$ cat src/rtl/alarm_cmp_pkg.sv
package alarm_cmp_pkg;
   // Width of one BCD time field slot in the alarm word.
   localparam int FLD_W      = 7;
   // Number of time fields: seconds, minutes, hours.
   localparam int TIME_FLDS  = 3;
   localparam int SLOT_W     = 8;
   localparam int DAY_LO     = 24;
   localparam int DATE_W     = 6;
   localparam int WDAY_W     = 4;
   localparam int DAY_SEL    = 30;
   localparam int DAY_IGN    = 31;

   function automatic int slot_lo(input int idx);
      return idx * SLOT_W;
   endfunction

   function automatic int slot_ign(input int idx);
      return idx * SLOT_W + FLD_W;
   endfunction
endpackage

$ cat src/rtl/alarm_field_cmp.sv
module alarm_field_cmp #(
   parameter int W = 7
) (
   input  logic [W-1:0] want,
   input  logic [W-1:0] have,
   input  logic         ignore,
   output logic         hit
);
   assign hit = ignore | (want == have);
endmodule

$ cat src/rtl/alarm_match.sv
module alarm_match
   import alarm_cmp_pkg::*;
#(
   parameter int WORD_W = 32
) (
   input  logic [WORD_W-1:0] word,
   input  logic [6:0]        cal_sec,
   input  logic [6:0]        cal_min,
   input  logic [5:0]        cal_hour,
   input  logic              cal_pm,
   input  logic [5:0]        cal_date,
   input  logic [2:0]        cal_wday,
   output logic              hit
);
   logic [TIME_FLDS-1:0][FLD_W-1:0] have_t;
   logic [TIME_FLDS-1:0]            t_hit;
   logic                            date_hit;
   logic                            wday_hit;
   logic                            day_hit;

   assign have_t = {{cal_pm, cal_hour}, cal_min, cal_sec};

   for (genvar g = 0; g < TIME_FLDS; g++) begin : g_time
      alarm_field_cmp #(.W(FLD_W)) u_fld (
         .want   (word[slot_lo(g) +: FLD_W]),
         .have   (have_t[g]),
         .ignore (word[slot_ign(g)]),
         .hit    (t_hit[g])
      );
   end

   alarm_field_cmp #(.W(DATE_W)) u_date (
      .want   (word[DAY_LO +: DATE_W]),
      .have   (cal_date),
      .ignore (1'b0),
      .hit    (date_hit)
   );

   alarm_field_cmp #(.W(WDAY_W)) u_wday (
      .want   (word[DAY_LO +: WDAY_W]),
      .have   ({1'b0, cal_wday}),
      .ignore (1'b0),
      .hit    (wday_hit)
   );

   assign day_hit = word[DAY_IGN] | (word[DAY_SEL] ? wday_hit : date_hit);
   assign hit     = (&t_hit) & day_hit;
endmodule

$ cat src/rtl/alarm_wr_gate.sv
module alarm_wr_gate #(
   parameter int SYNC_CYC = 2
) (
   input  logic clk,
   input  logic rst_n,
   input  logic en_q,
   input  logic en_nx,
   output logic wr_ok
);
   localparam int CNT_W = $clog2(SYNC_CYC + 1);

   logic [CNT_W-1:0] cnt;

   // Counting starts on the first edge at which the enable is already low.
   always_ff @(posedge clk or negedge rst_n) begin
      if (!rst_n) begin
         cnt   <= '0;
         wr_ok <= 1'b1;
      end else if (en_nx) begin
         cnt   <= '0;
         wr_ok <= 1'b0;
      end else if (!en_q && !wr_ok) begin
         if (cnt == CNT_W'(SYNC_CYC - 1)) begin
            wr_ok <= 1'b1;
         end else begin
            cnt <= cnt + 1'b1;
         end
      end
   end
endmodule

$ cat src/rtl/alarm_cmp.sv
module alarm_cmp #(
   parameter int SYNC_CYC = 2,
   parameter int WORD_W   = 32,
   parameter int IRQ_REG  = 0
) (
   input  logic              clk,
   input  logic              rst_n,
   input  logic              tick,
   input  logic [6:0]        cal_sec,
   input  logic [6:0]        cal_min,
   input  logic [5:0]        cal_hour,
   input  logic              cal_pm,
   input  logic [5:0]        cal_date,
   input  logic [2:0]        cal_wday,
   input  logic              ctl_we,
   input  logic              ctl_alm_en,
   input  logic              ctl_irq_en,
   input  logic              flag_clr,
   input  logic              word_we,
   input  logic [WORD_W-1:0] word_wdata,
   output logic [WORD_W-1:0] word_q,
   output logic              alm_en_q,
   output logic              irq_en_q,
   output logic              flag_q,
   output logic              wr_ok,
   output logic              irq
);
   if (WORD_W != 32) begin : g_bad_width
      $error("alarm_cmp: WORD_W must be 32");
   end
   if (SYNC_CYC < 1) begin : g_bad_sync
      $error("alarm_cmp: SYNC_CYC must be at least 1");
   end
   if (IRQ_REG != 0 && IRQ_REG != 1) begin : g_bad_irq
      $error("alarm_cmp: IRQ_REG must be 0 or 1");
   end

   logic hit;
   logic en_nx;

   assign en_nx = ctl_we ? ctl_alm_en : alm_en_q;

   alarm_match #(.WORD_W(WORD_W)) u_match (
      .word     (word_q),
      .cal_sec  (cal_sec),
      .cal_min  (cal_min),
      .cal_hour (cal_hour),
      .cal_pm   (cal_pm),
      .cal_date (cal_date),
      .cal_wday (cal_wday),
      .hit      (hit)
   );

   alarm_wr_gate #(.SYNC_CYC(SYNC_CYC)) u_gate (
      .clk   (clk),
      .rst_n (rst_n),
      .en_q  (alm_en_q),
      .en_nx (en_nx),
      .wr_ok (wr_ok)
   );

   always_ff @(posedge clk or negedge rst_n) begin
      if (!rst_n) begin
         word_q   <= '0;
         alm_en_q <= 1'b0;
         irq_en_q <= 1'b0;
         flag_q   <= 1'b0;
      end else begin
         if (ctl_we) begin
            alm_en_q <= ctl_alm_en;
            irq_en_q <= ctl_irq_en;
         end
         if (word_we && wr_ok) begin
            word_q <= word_wdata;
         end
         // Set beats clear.
         if (tick && alm_en_q && hit) begin
            flag_q <= 1'b1;
         end else if (flag_clr) begin
            flag_q <= 1'b0;
         end
      end
   end

   if (IRQ_REG == 1) begin : g_irq_reg
      always_ff @(posedge clk or negedge rst_n) begin
         if (!rst_n) irq <= 1'b0;
         else        irq <= flag_q & irq_en_q;
      end
   end else begin : g_irq_comb
      assign irq = flag_q & irq_en_q;
   end
endmodule

$ cat config.mk
export PLATFORM = sky130hd
export DESIGN_NAME = alarm_cmp
export DESIGN_NICKNAME = d
export VERILOG_FILES = /design/src/rtl/alarm_cmp_pkg.sv /design/src/rtl/alarm_field_cmp.sv /design/src/rtl/alarm_match.sv /design/src/rtl/alarm_wr_gate.sv /design/src/rtl/alarm_cmp.sv
export SDC_FILE = /design/constraint.sdc
export NUM_CORES = 1
export LEC_CHECK = 0
export BUFFER_PORTS_ARGS = -buffer_cell sky130_fd_sc_hd__buf_2
export CORE_MARGIN = 2
export CORE_UTILIZATION = 35
export DETAILED_ROUTE_END_ITERATION = 16
export MAX_ROUTING_LAYER = met4
export PLACE_DENSITY = 0.67
export SLEW_MARGIN = 0
export SYNTH_ARGS = -nofsm -noshare
export SYNTH_HDL_FRONTEND = slang
export SYNTH_SLANG_ARGS = --single-unit
$ cat constraint.sdc
create_clock -name clk -period 2.28 [get_ports clk]
set_clock_uncertainty 0.05 [all_clocks]
set_input_delay 0.114 -clock clk [delete_from_list [all_inputs] [get_ports clk]]
set_output_delay 0.114 -clock clk [all_outputs]
set_load 0.05 [all_outputs]
---- Yosys cells after proc, flatten, opt, wreduce, memory -nomap -nowiden ----
Index checks and enable logic that the tools add are counted.
operators by class
  add/sub/neg operators ................... 1
  multiply operators ...................... 0
  divide/modulo/power cells ............... 0
  bitwise gates (word level) .............. 6
  multiplexer cells ....................... 10
  eq/ne operators ......................... 7
  magnitude comparators ................... 0
  shifts and indexed selects .............. 0
  reductions and logical operators ........ 12
operator list
  operator               number
  $eq A7 B7 Y1           3
  $mux W1                7
  $eq A6 B6 Y1           1
  $mux W2                3
  $reduce_bool A2 Y1     3
  $eq A4 B3 Y1           1
  $logic_and A1 B1 Y1    4
  $or A1 B1 Y1           4
  $reduce_and A2 Y1      2
  $reduce_and A3 Y1      1
  $add A2 B1 Y2 const B  1
  $and A1 B1 Y1          2
  $eq A2 B1 Y1 const B   1
  $logic_not A1 Y1       2
  $ne A2 B2 Y1 const B   1
word-level totals
  memory bits (read-only) ................. 0
  bits in writable memories ............... 0
  bits in latches ......................... 0
  bits in registers ....................... 38
  bits of input ports ..................... 70
  output and inout bits ................... 37
  logic and storage cells ................. 42
  memories kept ........................... 0

---- Depth between registers and ports, before layout ----
Gate-level depths: netlist (run 1).
  depth in word-level cells ............... 6
  depth in mapped cells ................... 5
  mapped depth without buffers ............ 5

---- Cells and area by module ----
Synthesis (run 1) repeated with hierarchy kept, for this count alone.
unflattened totals
  cells, all modules ...................... 134
  area, all modules ....................... 1985.7 µm²
by module, submodules not included
  module                                          times used  sequential area each (µm²)  cells an instance  area an instance (µm²)
  alarm_cmp                                       1           875.8                       77                 1462.7
  alarm_field_cmp at u_match.g_time[0].u_fld ...  3           0.0                         9                  77.6
  alarm_wr_gate                                   1           76.3                        14                 151.4
  alarm_field_cmp at u_match.u_date               1           0.0                         8                  67.6
  alarm_field_cmp at u_match.u_wday               1           0.0                         5                  45.0
  alarm_match                                     1           0.0                         3                  26.3

---- Least setup slack after synthesis (run 1) ----
No wires, ideal clock.
  kind .................................... register to register
  start point ............................. reg word_q[29]
  end point ............................... reg flag_q
  cell stages (with the launch flop) ...... 6
  clock period less this slack ............ 1923 ps
  library setup time ...................... 101 ps
  arrival time ............................ 1772 ps
  slack ................................... 357 ps
  cells stage by stage .................... dfrtp_1 xor2_1 or4_4 nor4_2 o32ai_1 o32ai_1
on the way
  cells in the longest elaborated chain, start to end .. 6
RTL lines
  element                                               line                  source
  from (decl)                                           alarm_cmp.sv:21       output logic [WORD_W-1:0] word_q,
  from (signal assigned)                                alarm_cmp.sv:74       word_q <= word_wdata;
  $eq A6 B6 Y1 (*)                                      alarm_field_cmp.sv:9  assign hit = ignore | (want == have);
  $mux W1 (*)                                           alarm_match.sv:46     assign day_hit = word[DAY_IGN] | (word[DAY_SEL] ? wday_hit : date_hit);
  $or A1 B1 Y1 (*)                                      alarm_match.sv:46
  $and A1 B1 Y1 (*)                                     alarm_match.sv:47     assign hit = (&t_hit) & day_hit;
  $logic_and A1 B1 Y1 (*)                               alarm_cmp.sv:77       if (tick && alm_en_q && hit) begin
  $mux W1 / $reduce_bool A2 Y1 (equally long branches)  --
  to (signal assigned)                                  alarm_cmp.sv:67       flag_q <= 1'b0;
  to (signal assigned)                                  alarm_cmp.sv:78       flag_q <= 1'b1;
  to (signal assigned)                                  alarm_cmp.sv:80       flag_q <= 1'b0;
  to (decl)                                             alarm_cmp.sv:24       output logic flag_q,
Mark *: on every way between the ends. The rest lies on a longest branch, timed or not.
A chain may end at the register's enable or synchronous reset.

---- Worst setup path in the final report (run 1) ----
Ends and elaborated chain as after synthesis.

==> results of run 1 <==
final cells by class:
type                            instances  area (µm²)
Tap cell                               70        87.6
Sequential cell                        38         952
Multi-Input combinational cell         89         826
Inverter                                3        11.3
Timing Repair Buffer                  128         748
Clock buffer                            6        72.6
Clock inverter                          1        7.51
Fill cell                             494        2370
critical path: cells and delay by family, from the launching register on:
family	cells	cell delay [ps]
flops	1	390
xor+xnor	1	150
simple gates	2	680
compound gates	2	390
registers in the layout (all words and copies together) (netlist names):
signal	cells
irq_en_q	1
alm_en_q	1
u_gate.wr_ok	1
u_gate.cnt	2
flag_q	1
word_q	32
cell families (layout without fill, tap and decap cells):
| logic type | count (synthesis) | count (layout) |
|---|---|---|
| buffers and inverters | 9 | 138 |
| adders and majority gates | 1 | 1 |
| muxes | 33 | 33 |
| DFF | 38 | 38 |
| xor gates and xnor gates | 31 | 31 |
| AOI/OAI and AO/OA | 7 | 7 |
| and+or+nand+nor | 17 | 17 |
path summary, 6_finish.rpt:
kind,start,to,cells past startpoint
hold reg to reg,word_q[7],word_q[7],1
min in group asynchronous,rst_n,word_q[3],2
setup reg to reg,word_q[29],flag_q,5
max in group asynchronous,rst_n,alm_en_q,2
setup / recovery,word_q[29],flag_q,5
hold / removal,word_wdata[10],word_q[10],2
metrics by stage:
step                      util [%]  cells  cell area, µm²
after global placement        47.6    307            2410
after CTS                     51.9    328            2640
after floorplan                  -    136            1820
after global routing          53.3    335            2710
final                         53.3    335            2710
after detailed placement      47.6    307            2410
routing by layer:
| layer | GRT usage, % | share of wire [%] | vias up |
|---|---|---|---|
| met5 | - | 0 | - |
| met4 | 6.36 | 1.1 | 0 |
| met3 | 4.98 | 6.3 | 6 |
| met2 | 28.3 | 53 | 59 |
| met1 | 17.9 | 40 | 707 |
| li1 | - | - | 727 |
report_power, final:
group | switching (mW) | internal (mW) | leakage [nW]
sequential | 0.285 | 0.997 | 0.456
clock | 0.229 | 0.210 | 0.0373
combinational | 1.51 | 0.715 | 0.815
cells in the final DEF (no fill, tap or decap):
| cell type | n |
|---|---|
| a21oi_1 | 2 |
| a41oi_1 | 1 |
| and2_1 | 1 |
| buf_2 | 106 |
| buf_4 | 1 |
| clkbuf_1 | 1 |
| clkbuf_8 | 5 |
| clkinvlp_4 | 1 |
| dfrtp_1 | 37 |
| dfstp_2 | 1 |
| dlygate4sd3_1 | 21 |
| ha_1 | 1 |
| inv_1 | 3 |
| mux2_1 | 7 |
| mux2_2 | 26 |
| nand2_1 | 2 |
| nand2b_1 | 2 |
| nand3b_1 | 1 |
| nand4_1 | 2 |
| nor2_1 | 2 |
| nor3_1 | 2 |
| nor4_1 | 2 |
| nor4_2 | 1 |
| nor4_4 | 1 |
| o211ai_1 | 1 |
| o21ai_1 | 1 |
| o32ai_1 | 2 |
| or4_4 | 1 |
| xnor2_1 | 13 |
| xor2_1 | 18 |
what timing repair did:
action / in CTS / in global routing
hold buffers: 14 / 7
hold endpoints to repair: 50 / 7
endpoints found under the setup margin: 0 / 0
==> out/qor.yml, run 1 <==
worst_setup_path:
  arrival_ps: 1900
  path_common_cell: "o32ai_1"
  critPathKind: "flop to flop"
  endpoint_kind: "flop"
  reg2reg_slack_ps: 530
  slowest_delay_ps: 520
  crit_slowest_cell: "or4_4"
  path_max_fanout: 3
  crit_chain: "xor2_1 -> or4_4 -> nor4_2 -> o32ai_1 -> o32ai_1"
  start_kind: "flop"
  crit_required_ps: 2430
timing:
  fin_crit_sh_pct: 76.9
  setup_viol: 0
  worst_slew_pin_slew_ps: 847
  fin_hold_ws_ps: 4.29
  fin_crit_ps: 1750
  max_clock_freq_mhz: 570
  rsz0062_at_grt: "false"
  drv_slew: 0
  slew_headroom_pct: 43.6
  setup_ws_ps: 526
  hold_viol: 0
  tns_ps: 0
drt:
  vias_per_cell: 4.47
  firstDrtPassIters: 4
  wl_mm: 4.44
  ant_nets: 0
  drt_iter0_drc: 39
  num_vias: 1499
  wire_per_inst_um: 13.3
  drc: 0
floorplan:
  core_mm2: 0.00507
  initial_utilization_pct: 35.9
  dieArea_mm2: 0.00580
  die_w_um: 76.2
  fp.dieH_um: 76.2
  row_count: 26
  pin_count: 107
logic_synthesis:
  synth_mux_area_share_pct: 20.4
  syn_nets: 207
  synth_cell_type_count: 26
  synth_top_family_by_area: "multiplexers"
  synth_edf_count: 0
  synth-simple-area-share_pct: 6.66
  synthXorXnorAreaFrac_pct: 14.9
  dominantRegCellSynth: "dfrtp_1"
  yosysSeqAreaShare_pct: 52.2
  synth_compound_area_share_pct: 2.68
  syn-cell-area_mm2: 0.00182
  synth_seq_cells: 38
  synthAdderAreaFrac_pct: 0.686
  yosys.area.top_type: "dfrtp_1"
  synth_area_leaders: "dfrtp_1 51%, mux2_2 16%, xor2_1 8.6%"
  synth.most_common_cell: "dfrtp_1"
  synthCells: 136
  synth_top_area_share_pct: 50.8
  yosys-top-cells-count: "37 x dfrtp_1, 26 x mux2_2, 18 x xor2_1"
  synthArstFlopShare_pct: 100
  avgSynthCellArea_um2: 13.4
  synth.yosys.warnings: 0
cells_and_area:
  drive_above_1_share_pct: 54.0
  final_nets: 336
  antenna_cells: 0
  area_growth_pct: 48.4
global_routing:
  grt_pass1_vias: 1586
  grt_pass1_wl_mm: 7.20
  grt_use_total_pct: 16.4
  antenna_found_initial: 0
  grt_max_degree: 39
  overflow: 0
placement:
  dpl.hpwl_mm: 3.15
  post-place-ws_ps: 555
  gp_congestion: 0.873
  port_buffers: 106
clocking:
  clock_latency_ps: 280
  cts_tree: "yes"
  cts_resized: 0
  root_buffer: "clkbuf_8"
  htreeDepth: 2
  cts_sinks: 38
  clk_pin_slew_worst_paths_ps: 80
  clockBufferDepth: 2
  cts_setup_buffers: 0
  cts_made_buffers: 5
status:
  outcome: "complete, no violations"
pwr:
  powerDensity_mw_per_mm2: 1460
  p_leak_nw: 1.31
  power.total_mw: 3.95
  ir_drop_mv: 0.940
min_path:
  hp-class: "primary input to flop"
flow_run:
  drv_cap: 0
Power figures use the tool's default switching activity.
==> run 2, diff against run 1 <==
Settings changed: ABC_AREA from default to 1.
Clock period 2.28 ns to 1.45 ns, I/O delays scaled along.
==> out/qor.yml, run 2 <==
logic_synthesis:
  synth.yosys.warnings: 0
  synthArstFlopShare_pct: 100
  avgSynthCellArea_um2: 7.98
  synth_edf_count: 0
  yosysSeqAreaShare_pct: 47.3
  synth_top_family_by_area: "simple AND/OR/NAND/NOR gates"
  synth_cell_type_count: 23
  syn_nets: 323
  synthCells: 252
  synth_seq_cells: 38
  synth_top_area_share_pct: 46.0
  synthXorXnorAreaFrac_pct: 5.22
  synth_area_leaders: "dfrtp_1 46%, nand2_1 12%, inv_1 7.3%"
  synthAdderAreaFrac_pct: 0.622
  yosys.area.top_type: "dfrtp_1"
  dominantRegCellSynth: "dfrtp_1"
  synth.most_common_cell: "nand2_1"
  synth-simple-area-share_pct: 21.5
  syn-cell-area_mm2: 0.00201
  synth_mux_area_share_pct: 8.40
  synth_compound_area_share_pct: 6.34
  yosys-top-cells-count: "64 x nand2_1, 39 x inv_1, 37 x dfrtp_1, 37 x nor2_1, 22 x a21oi_1"
worst_setup_path:
  slowest_delay_ps: 610
  crit_slowest_cell: "dfstp_2"
  arrival_ps: 1430
  crit_chain: "nand2_8 -> buf_4 -> nor2_1 -> a21oi_1"
  path_buf_inv: 1
  endpoint_kind: "flop"
  start_kind: "flop"
  critPathKind: "flop to flop"
  path_delay_family: "flip-flops"
  crit_required_ps: 1570
  path_max_fanout: 30
drt:
  firstDrtPassIters: 4
  drc: 0
  num_vias: 2023
  wire_per_inst_um: 11.0
  wl_mm: 5.13
  drt_iter0_drc: 80
  ant_nets: 0
  vias_per_cell: 4.33
clocking:
  clk_pin_slew_worst_paths_ps: 70
  root_buffer: "clkbuf_8"
  cts_tree: "yes"
  htreeDepth: 2
  clockBufferDepth: 2
  cts_sinks: 38
  cts_made_buffers: 5
  clock_latency_ps: 280
floorplan:
  row_count: 27
  fp.dieH_um: 79.8
  initial_utilization_pct: 36.3
  pin_count: 107
  dieArea_mm2: 0.00637
  core_mm2: 0.00554
  die_w_um: 79.8
placement:
  dpl.hpwl_mm: 3.70
  gp_congestion: 0.840
  post-place-ws_ps: 48.8
  postPlaceCellArea_mm2: 0.00263
  port_buffers: 106
timing:
  slew_headroom_pct: 69.6
  fin_crit_sh_pct: 90.5
  tns_ps: 0
  setup_ws_ps: 138
  max_clock_freq_mhz: 762
  worst_slew_pin_slew_ps: 456
  rsz0062_at_grt: "false"
  fin_crit_ps: 1310
  setup_viol: 0
  drv_slew: 0
  hold_viol: 0
global_routing:
  antenna_found_initial: 0
  use_met1_pct: 19.2
  grt_max_degree: 31
  grt_pass1_vias: 1927
  grt.met3_usage_pct: 3.62
  gr-max-usage-layer: "met2"
  gr-usage-met2_pct: 30.0
  grt_pass1_wl_mm: 8.16
  grt_use_total_pct: 16.8
  overflow: 0
pwr:
  power.total_mw: 6.01
  p_leak_nw: 1.71
  powerDensity_mw_per_mm2: 1960
  ir_drop_mv: 1.09
cells_and_area:
  final_cell_mix: "106 x buf_2, 64 x nand2_1, 39 x inv_1, 37 x dfrtp_1, 36 x nor2_1"
  final_common_cell: "buf_2"
  top_register: "word_q"
  area_growth_pct: 52.2
  final_core_util_pct: 55.3
  stdcell_area_mm2: 0.00306
  final_nets: 465
  largest_register_ffs: 32
  antenna_cells: 0
  reg_top3: "word_q (32), u_gate.cnt (2)"
  drive_above_1_share_pct: 33.2
status:
  outcome: "complete, no violations"
flow_run:
  drv_cap: 0
min_path:
  hp-class: "primary input to flop"
-- run 2: kinds of logic after synthesis --
group	count (synthesis)
buffers and inverters	52
XOR/XNOR	12
AO/OA/AOI/OAI	25
multiplexers	15
adder cells (fa/ha/maj)	1
flip-flops	38
AND/OR/NAND/NOR	109
-- run 2: report_power, final --
part           switching [mW]  leakage (nW)  internal [mW]
sequential              0.403         0.435           1.52
combinational            2.39          1.23          0.956
clock                   0.356        0.0482          0.384
total                    3.15          1.71           2.86
-- run 2: routing by layer --
metal / wire, µm / part of all wire (%) / vias up
li1: - / - / 1042
met1: 2220 / 43 / 902
met2: 2570 / 50 / 77
met3: 311 / 6.1 / 2
met4: 22 / 0.43 / 0
met5: 0 / 0 / -
-- run 2: path summary, 6_finish.rpt --
check / from / to / slack [ps] / cells after the start
max in group asynchronous: rst_n / word_q[19] / 680 / 3
min in group asynchronous: rst_n / word_q[5] / 210 / 2
min reg2reg: flag_q / flag_q / 470 / 2
max: u_gate.wr_ok / word_q[10] / 140 / 4
max reg2reg: u_gate.wr_ok / word_q[10] / 140 / 4
min: ctl_we / irq_en_q / 10 / 2
-- run 2: final cells by class --
| type | count | area [µm²] |
|---|---|---|
| fillers | 529 | 2480 |
| multi-input cells | 162 | 863 |
| flip-flops and latches | 38 | 952 |
| clock buffers | 7 | 86.3 |
| clock inverters | 1 | 5.00 |
| inverters | 44 | 165 |
| well taps | 72 | 90.1 |
| repair buffers | 143 | 901 |
-- run 2: repair_timing --
| action | CTS | global route |
|---|---|---|
| buffers inserted | 0 | 1 |
| gates resized for setup | 0 | 2 |
| setup endpoints to repair | 0 | 3 |
| hold buffers | 32 | 0 |
| endpoints found under the hold margin | 48 | 0 |
-- run 2: stage by stage --
step | instances | hold WS [ps]
6_report | 467 | 13.6
5_1_grt | 467 | 7.15
4_1_cts | 466 | 3.92
3_5_place_dp | 426 | 7.74
3_3_place_gp | 426 | 1.51
2_1_floorplan | 252 | -273
